--- config.mk ---
export PLATFORM = sky130hd
export DESIGN_NAME = irq_line_router
export DESIGN_NICKNAME = d
export VERILOG_FILES = /design/src/rtl/irq_route_pkg.sv /design/src/rtl/irq_route_regs.sv /design/src/rtl/irq_route_merge.sv /design/src/rtl/irq_slot_swizzle.sv /design/src/rtl/irq_line_router.sv
export SDC_FILE = /design/constraint.sdc
export NUM_CORES = 1
export LEC_CHECK = 0
export BUFFER_PORTS_ARGS = -buffer_cell sky130_fd_sc_hd__buf_2
export CORE_MARGIN = 2
export CORE_UTILIZATION = 53
export CTS_CLUSTER_SIZE = 12
export DETAILED_ROUTE_END_ITERATION = 10
export PLACE_DENSITY = 0.8
export SETUP_SLACK_MARGIN = 0.15
export SLEW_MARGIN = 20
export SYNTH_ARGS = -nofsm -noshare
export SYNTH_HDL_FRONTEND = slang
export SYNTH_HIERARCHICAL = 1
export SYNTH_SLANG_ARGS = --single-unit
--- constraint.sdc ---
create_clock -name clk -period 4.35 [get_ports clk]
set_clock_uncertainty 0.15 [all_clocks]
set_input_delay 0 -clock clk [delete_from_list [all_inputs] [get_ports clk]]
set_output_delay 0 -clock clk [all_outputs]
set_load 0.05 [all_outputs]
--- src/rtl/irq_route_pkg.sv ---
package irq_route_pkg;
  localparam int unsigned LINES_DEF  = 4;
  localparam int unsigned INPUTS_DEF = 16;
  localparam int unsigned ROUTE_BITS = 8;
  localparam int unsigned ROUTE_BASE = 8'h60;
  localparam logic [ROUTE_BITS-1:0] ROUTE_OFF = 8'h80;
endpackage

--- src/rtl/irq_route_regs.sv ---
module irq_route_regs
  import irq_route_pkg::*;
#(
  parameter int unsigned NUM_LINES = LINES_DEF,
  parameter int unsigned ADDR_W    = 8,
  parameter int unsigned DATA_W    = 32,
  parameter int unsigned BASE_ADDR = ROUTE_BASE,
  parameter logic [ROUTE_BITS-1:0] RESET_ROUTE = ROUTE_OFF
) (
  input  logic                                  clk,
  input  logic                                  rst,
  input  logic                                  wr_en,
  input  logic [ADDR_W-1:0]                     addr,
  input  logic [DATA_W/8-1:0]                   be,
  input  logic [DATA_W-1:0]                     wdata,
  output logic [NUM_LINES-1:0][ROUTE_BITS-1:0]  route_q
);
  localparam int unsigned LANES  = DATA_W / 8;
  localparam int unsigned LANE_W = $clog2(LANES);
  localparam logic [ADDR_W-1:0] FIRST = ADDR_W'(BASE_ADDR);
  localparam logic [ADDR_W-1:0] LAST  = ADDR_W'(BASE_ADDR + NUM_LINES - 1);

  for (genvar i = 0; i < NUM_LINES; i++) begin : g_line
    localparam logic [ADDR_W-1:0] TGT = ADDR_W'(BASE_ADDR + i);
    localparam int unsigned LANE = (BASE_ADDR + i) % LANES;
    logic hit;
    assign hit = wr_en && be[LANE] &&
                 (addr[ADDR_W-1:LANE_W] == TGT[ADDR_W-1:LANE_W]);

    always_ff @(posedge clk) begin
      if (rst)      route_q[i] <= RESET_ROUTE;
      else if (hit) route_q[i] <= wdata[LANE*8 +: ROUTE_BITS];
    end

    // a disabled lane never changes its register
    a_r6_lane_masked: assert property (@(posedge clk) disable iff (rst)
      (wr_en && !be[LANE]) |=> $stable(route_q[i]));
  end

  // writes outside the route dword window leave every route unchanged
  a_r7_off_window: assert property (@(posedge clk) disable iff (rst)
    (wr_en && ((addr[ADDR_W-1:LANE_W] < FIRST[ADDR_W-1:LANE_W]) ||
               (addr[ADDR_W-1:LANE_W] > LAST[ADDR_W-1:LANE_W])))
    |=> $stable(route_q));
endmodule

--- src/rtl/irq_route_merge.sv ---
module irq_route_merge
  import irq_route_pkg::*;
#(
  parameter int unsigned NUM_LINES  = LINES_DEF,
  parameter int unsigned NUM_INPUTS = INPUTS_DEF
) (
  input  logic [NUM_LINES-1:0][ROUTE_BITS-1:0] route,
  input  logic [NUM_LINES-1:0]                 level,
  output logic [NUM_INPUTS-1:0]                out
);
  for (genvar j = 0; j < NUM_INPUTS; j++) begin : g_in
    logic [NUM_LINES-1:0] sel;
    for (genvar i = 0; i < NUM_LINES; i++) begin : g_ln
      assign sel[i] = level[i] && (route[i] == ROUTE_BITS'(j));
    end
    assign out[j] = |sel;
  end
endmodule

--- src/rtl/irq_slot_swizzle.sv ---
module irq_slot_swizzle
  import irq_route_pkg::*;
#(
  parameter int unsigned NUM_LINES = LINES_DEF,
  parameter int unsigned DEVFN_W   = 8,
  parameter int unsigned FUNC_BITS = 3
) (
  input  logic [DEVFN_W-1:0]           devfn,
  input  logic [$clog2(NUM_LINES)-1:0] pin,
  output logic [$clog2(NUM_LINES)-1:0] line
);
  localparam int unsigned LINE_W = $clog2(NUM_LINES);
  logic [DEVFN_W-FUNC_BITS-1:0] slot;
  logic [LINE_W-1:0]            slot_lo;

  assign slot    = devfn[DEVFN_W-1:FUNC_BITS];
  assign slot_lo = slot[LINE_W-1:0];
  assign line    = pin + slot_lo - LINE_W'(1);
endmodule

--- src/rtl/irq_line_router.sv ---
module irq_line_router
  import irq_route_pkg::*;
#(
  parameter int unsigned NUM_LINES  = LINES_DEF,
  parameter int unsigned NUM_INPUTS = INPUTS_DEF,
  parameter int unsigned ADDR_W     = 8,
  parameter int unsigned DATA_W     = 32,
  parameter int unsigned BASE_ADDR  = ROUTE_BASE,
  parameter int unsigned DEVFN_W    = 8,
  parameter int unsigned FUNC_BITS  = 3
) (
  input  logic                          clk,
  input  logic                          rst,
  input  logic                          cfg_wr_en,
  input  logic [ADDR_W-1:0]             cfg_addr,
  input  logic [DATA_W/8-1:0]           cfg_be,
  input  logic [DATA_W-1:0]             cfg_wdata,
  input  logic [NUM_LINES-1:0]          req_level,
  output logic [NUM_INPUTS-1:0]         irq_out,
  input  logic [DEVFN_W-1:0]            sw_devfn,
  input  logic [$clog2(NUM_LINES)-1:0]  sw_pin,
  output logic [$clog2(NUM_LINES)-1:0]  sw_line
);
  logic [NUM_LINES-1:0][ROUTE_BITS-1:0] route_q;

  irq_route_regs #(
    .NUM_LINES(NUM_LINES), .ADDR_W(ADDR_W), .DATA_W(DATA_W),
    .BASE_ADDR(BASE_ADDR), .RESET_ROUTE(ROUTE_OFF)
  ) u_regs (
    .clk(clk), .rst(rst), .wr_en(cfg_wr_en), .addr(cfg_addr),
    .be(cfg_be), .wdata(cfg_wdata), .route_q(route_q)
  );

  irq_route_merge #(.NUM_LINES(NUM_LINES), .NUM_INPUTS(NUM_INPUTS)) u_merge (
    .route(route_q), .level(req_level), .out(irq_out)
  );

  irq_slot_swizzle #(
    .NUM_LINES(NUM_LINES), .DEVFN_W(DEVFN_W), .FUNC_BITS(FUNC_BITS)
  ) u_swz (
    .devfn(sw_devfn), .pin(sw_pin), .line(sw_line)
  );

  // a routed, asserted line always raises its selected output
  for (genvar i = 0; i < NUM_LINES; i++) begin : g_chk
    a_r2_routed_high: assert property (@(posedge clk) disable iff (rst)
      (route_q[i] < ROUTE_BITS'(NUM_INPUTS) && req_level[i])
      |-> irq_out[route_q[i][$clog2(NUM_INPUTS)-1:0]]);
  end

  // merging never raises more outputs than there are active lines
  a_r4_merge_bound: assert property (@(posedge clk) disable iff (rst)
    $countones(irq_out) <= $countones(req_level));

  // no active line means every output is low in the same cycle
  a_r9_idle_quiet: assert property (@(posedge clk) disable iff (rst)
    (req_level == '0) |-> (irq_out == '0));

  // slot 1 passes the pin straight through
  a_r8_slot_one: assert property (@(posedge clk) disable iff (rst)
    (sw_devfn[DEVFN_W-1:FUNC_BITS] == 1) |-> (sw_line == sw_pin));
endmodule

======== After elaboration in Yosys (flattened, before gate mapping) ========
Index checks and enable logic that the tools add are counted.
cells by class
  reductions and logical operators ........ 92
  equality and inequality tests ........... 61
  $add $sub $neg .......................... 2
operators by type and width
  operator                                              count
  equality test 8 x 4 -> 1 bit (second input constant)  32
  equality test 8 x 3 -> 1 bit (second input constant)  16
  logical AND 1 bit                                     72
  equality test 8 x 2 -> 1 bit (second input constant)  8
  OR reduction 4 bit                                    16
  equality test 8 x 1 -> 1 bit (second input constant)  4
  zero test 8 bit                                       4
  equality test 6 x 5 -> 1 bit (second input constant)  1
  adder 2 bit                                           1
  subtractor 2 x 1 -> 2 bit (second input constant)     1
storage, ports and cells
  flip-flop bits (word level) ............. 32
  output and inout bits ................... 18

======== Depth between registers and ports, before layout ========
  word-level depth ........................ 3
  gate-level depth with buffers ........... 4
  mapped depth without buffers ............ 4

======== By module ========
Netlist, hierarchy kept.
by module, submodules not included
  module            instances  area an instance (µm²)  cells an instance
  irq_route_regs    1          1,490.2                 145
  irq_route_merge   1          673.1                   107
  irq_slot_swizzle  1          47.5                    5

======== Least setup slack after synthesis ========
Ideal clock, no wire load.
  path type ............................... register -> output
  start ................................... register u_regs/route_q[5] in the netlist's numbering
  end ..................................... output port irq_out[2]
  slack ................................... 1,772 ps
  required time ........................... 4,200 ps
  buffers on the path ..................... 0
  cell stages (with the launch flop) ...... 4
  arrival time ............................ 2,428 ps
  path through ............................ dfxtp_1 > or3_4 > or4_4 > o311ai_1
between the ends
  cells in the longest elaborated chain, start to end .. 3
ends and longest elaborated chain
  what                             RTL line               RTL
  start, declared                  irq_route_regs.sv:16   output logic [NUM_LINES-1:0][ROUTE_BITS-1:0] route_q
  start signal, assigned by index  irq_route_regs.sv:32   else if (hit) route_q[i] <= wdata[LANE*8 +: ROUTE_BITS];
  equality test 8 x 2 -> 1 bit     irq_route_merge.sv:14  assign sel[i] = level[i] && (route[i] == ROUTE_BITS'(j));
  logical AND 1 bit                irq_route_merge.sv:14
  OR reduction 4 bit               irq_route_merge.sv:16  assign out[j] = |sel;
  end, declared                    irq_line_router.sv:19  output logic [NUM_INPUTS-1:0] irq_out,
No other way between the ends.

======== Worst setup path in the final report ========
  start ................................... register u_regs/route_q[29] in the netlist's numbering
  end ..................................... output port irq_out[2]
The elaborated chain is that of the path after synthesis.

==> impl_metrics.json <==
{
  "status": "completed",
  "p_comb_share_pct": 15.5,
  "crit_chain": "or3_4 > nor4_1 > a22oi_1 > o311ai_1 > buf_2",
  "drcViolationCount": 0,
  "dr.pass1.iters": 5,
  "hold_end": "u_regs/route_q[13]",
  "hold_violations": 0,
  "critPathMaxStageDelay_ps": 730,
  "r2r-end": "u_regs/route_q[3]",
  "slowest_stage": "nor4_1",
  "portBuffers": 70,
  "ios": 79,
  "first_iter_violations": 262,
  "cp.arrival_ps": 2390,
  "place_congestion": 1.01,
  "nFillCells": 287,
  "clock-sinks": 32,
  "total_power_uw": 613,
  "critPathKind": "flip-flop to output pin",
  "ys_warn_count": 6,
  "fp.dieArea_um2": 4700,
  "p_sw_uw": 155,
  "grt-ovfl-total": 0,
  "die_x_um": 68.6,
  "antenna_found_initial": 0,
  "largest-register": "u_regs/route_q",
  "first_global_vias": 2012,
  "worstMarginPinSlew_ps": 874,
  "clkPwrFrac_pct": 36.5,
  "post-dp-hpwl_um": 3950,
  "peakVddDrop_uv": 196,
  "reg2reg_from": "u_regs/route_q[3]",
  "start_kind": "flip-flop",
  "rows": 23,
  "grt_start_max_net_pins": 65,
  "post-route-period-util_pct": 58.5,
  "viasPerCell": 5.62,
  "cp_data_required_time_ps": 4200,
  "clk_pin_slew_ps": 70,
  "wl_um": 5950,
  "synthesis.nets": 319,
  "rr_worst_depth": 2,
  "ff2ff_setup_slack_ps": 3330,
  "area.growth.synth_to_final_pct": 35.3,
  "grt_pass1_wl_um": 9230,
  "synthDistinctLibCells": 29,
  "switching_share_pct": 25.3,
  "cap_violations": 0,
  "cts_max_level": 2,
  "cts-buffers-inserted": 5,
  "hp-class": "input pin to flip-flop",
  "holdCritStartpoint": "cfg_be[1]",
  "largest_reg_flops": 32,
  "antenna_cells": 0,
  "reg.largest.list": "u_regs/route_q x32",
  "clock_path_buffers": 2,
  "cp_max_fo": 4,
  "drive_above_1_share_pct": 25.1,
  "drv_slew": 0,
  "rsz0062_at_grt": "false",
  "postSynthAreaPerCell_um2": 8.60,
  "p_int_uw": 458,
  "cts-hold-fix-buffers": 32,
  "cp-end-kind": "output pin",
  "min_path_cells": 4,
  "synth_cells": 257,
  "pwr-share-seq_pct": 48.0,
  "maxSlewHeadroom_pct": 41.2,
  "setup_violations": 0,
  "fmax_mhz": 393,
  "grt_usage_pct": 26.7,
  "fin_crit_ps": 2540,
  "vias": 2294,
  "wl_per_cell_um": 14.6,
  "ctsResizeCount": 0,
  "cts_tree": "yes",
  "root_buffer": "clkbuf_8",
  "placed_area_um2": 2580,
  "die_h_um": 68.6,
  "tns_ps": 0,
  "insertion_delay_ps": 280,
  "syn-cell-area_um2": 2210,
  "stdcell_area_um2": 2990,
  "drtAntennaViolNets": 0,
  "power_density_nw_per_um2": 205,
  "ys_seq_area_share_pct": 29.0,
  "start_util_pct": 55.3,
  "post_cts_buffers": 0,
  "ys_ff_latch": 32,
  "coreArea_um2": 4000,
  "p_leak_nw": 1.17,
  "layout.nets": 419
}
[cells in the mapped netlist]
cell / count / area share [%]
nor4_4: 4 / 3.8
xor3_1: 1 / 1.1
ha_1: 1 / 0.57
or3_4: 4 / 2.0
nand3_1: 8 / 1.8
nand4bb_1: 1 / 0.51
o221ai_1: 4 / 1.6
a32oi_1: 5 / 2.0
clkbuf_1: 8 / 1.4
dfxtp_1: 32 / 29
or4b_4: 2 / 1.2
nor4b_2: 1 / 0.68
or4_4: 1 / 0.51
nor4_1: 7 / 2.0
nor2_1: 14 / 2.4
buf_6: 1 / 0.51
o22a_1: 2 / 0.79
a22oi_1: 11 / 3.7
nand2_1: 21 / 3.6
nand2b_1: 65 / 18
inv_1: 11 / 1.9
nor2b_1: 8 / 2.3
or3_1: 1 / 0.28
mux2i_1: 32 / 14
nand4_1: 5 / 1.4
and2_1: 1 / 0.28
nand4b_1: 1 / 0.40
o311ai_1: 2 / 0.79
nor3_1: 3 / 0.68
[worst max path at each step]
stage	from	endpoint	slack, ps	depth (start not counted)
after floorplan	u_regs/route_q[5]	irq_out[2]	1770	3
after global placement	u_regs/route_q[29]	irq_out[6]	2260	5
after detailed placement	u_regs/route_q[29]	irq_out[2]	2260	5
after CTS	u_regs/route_q[29]	irq_out[2]	1940	5
after global routing	u_regs/route_q[21]	irq_out[4]	1770	5
final	u_regs/route_q[29]	irq_out[2]	1810	5
[cell usage in the layout, fill, tap and decap left out]
| cell | netlist | layout |
|---|---|---|
| nand2_1 | 21 | 21 |
| nand4bb_1 | 1 | 1 |
| nand2b_1 | 65 | 65 |
| ha_1 | 1 | 1 |
| mux2i_1 | 32 | 32 |
| nand4_1 | 5 | 5 |
| nand4b_1 | 1 | 1 |
| nor4_4 | 4 | 4 |
| a22oi_1 | 11 | 11 |
| nor2b_1 | 8 | 8 |
| o22a_1 | 2 | 2 |
| nand3_1 | 8 | 8 |
| dlygate4sd3_1 | 0 | 32 |
| o221ai_1 | 4 | 4 |
| nor4_1 | 7 | 7 |
| a32oi_1 | 5 | 5 |
| or4b_4 | 2 | 2 |
| or3_4 | 4 | 4 |
| or3_1 | 1 | 1 |
| dfxtp_1 | 32 | 32 |
| nor3_1 | 3 | 3 |
| buf_2 | 0 | 70 |
| inv_1 | 11 | 11 |
| clkbuf_8 | 0 | 5 |
| nor2_1 | 14 | 14 |
| clkinv_2 | 0 | 2 |
| xor3_1 | 1 | 1 |
| o311ai_1 | 2 | 2 |
| and2_1 | 1 | 1 |
| nor4b_2 | 1 | 1 |
| clkinv_4 | 0 | 1 |
| or4_4 | 1 | 1 |
[metrics by stage]
| stage | hold WS (ps) | instances | utilization [%] | setup WS [ps] |
|---|---|---|---|---|
| floorplan | 5.30 | 257 | - | 1770 |
| global placement | 104 | 368 | 64.6 | 2260 |
| detailed placement | 117 | 368 | 64.6 | 2260 |
| CTS | 9.87 | 408 | 74.8 | 1940 |
| global route | 23.3 | 408 | 74.8 | 1770 |
| finish | 12.8 | 408 | 74.8 | 1810 |
[area by class of cell]
type	instances	area, µm²	area share, %
Clock inverter	3	18.8	0.628
Tap cell	50	62.6	2.09
Sequential cell	32	641	21.4
Clock buffer	5	68.8	2.30
Inverter	11	41.3	1.38
Timing Repair Buffer	102	671	22.4
Multi-Input combinational cell	205	1490	49.7
[worst max-delay path, delay by kind of cell, from the launching register on]
kind,cells,cell delay [ps]
simple gates,2,1140
compound gates,2,340
flops,1,310
buf+inv,1,300
[metal layers]
| layer | track usage [%] | part of all wire, % | wire length (µm) |
|---|---|---|---|
| met5 | 0 | 0 | 0 |
| met4 | 10.0 | 2.2 | 133 |
| met3 | 4.55 | 6.9 | 412 |
| met2 | 46.6 | 50 | 2990 |
| met1 | 32.6 | 41 | 2410 |
[logic make-up (layout without fill, tap and decap cells)]
logic type	Yosys count	in the layout	synth area share, %
AND/OR/NAND/NOR	147	147	42.3
buffers and inverters	20	121	3.74
AO/OA/AOI/OAI	24	24	8.89
flip-flops	32	32	29.0
adder cells (fa/ha/maj)	1	1	0.566
XOR/XNOR	1	1	1.08
multiplexers	32	32	14.5
[power by group through the flow]
stage                     Sequential [mW]  Clock (mW)  Combinational [mW]
after CTS                           0.294       0.228              0.0934
after global placement              0.301           0              0.0699
after global routing                0.294       0.243               0.103
final                               0.294       0.224              0.0952
after detailed placement            0.301           0              0.0713
after floorplan                     0.301           0              0.0407
Note: power is estimated with default switching activity, not from simulation.
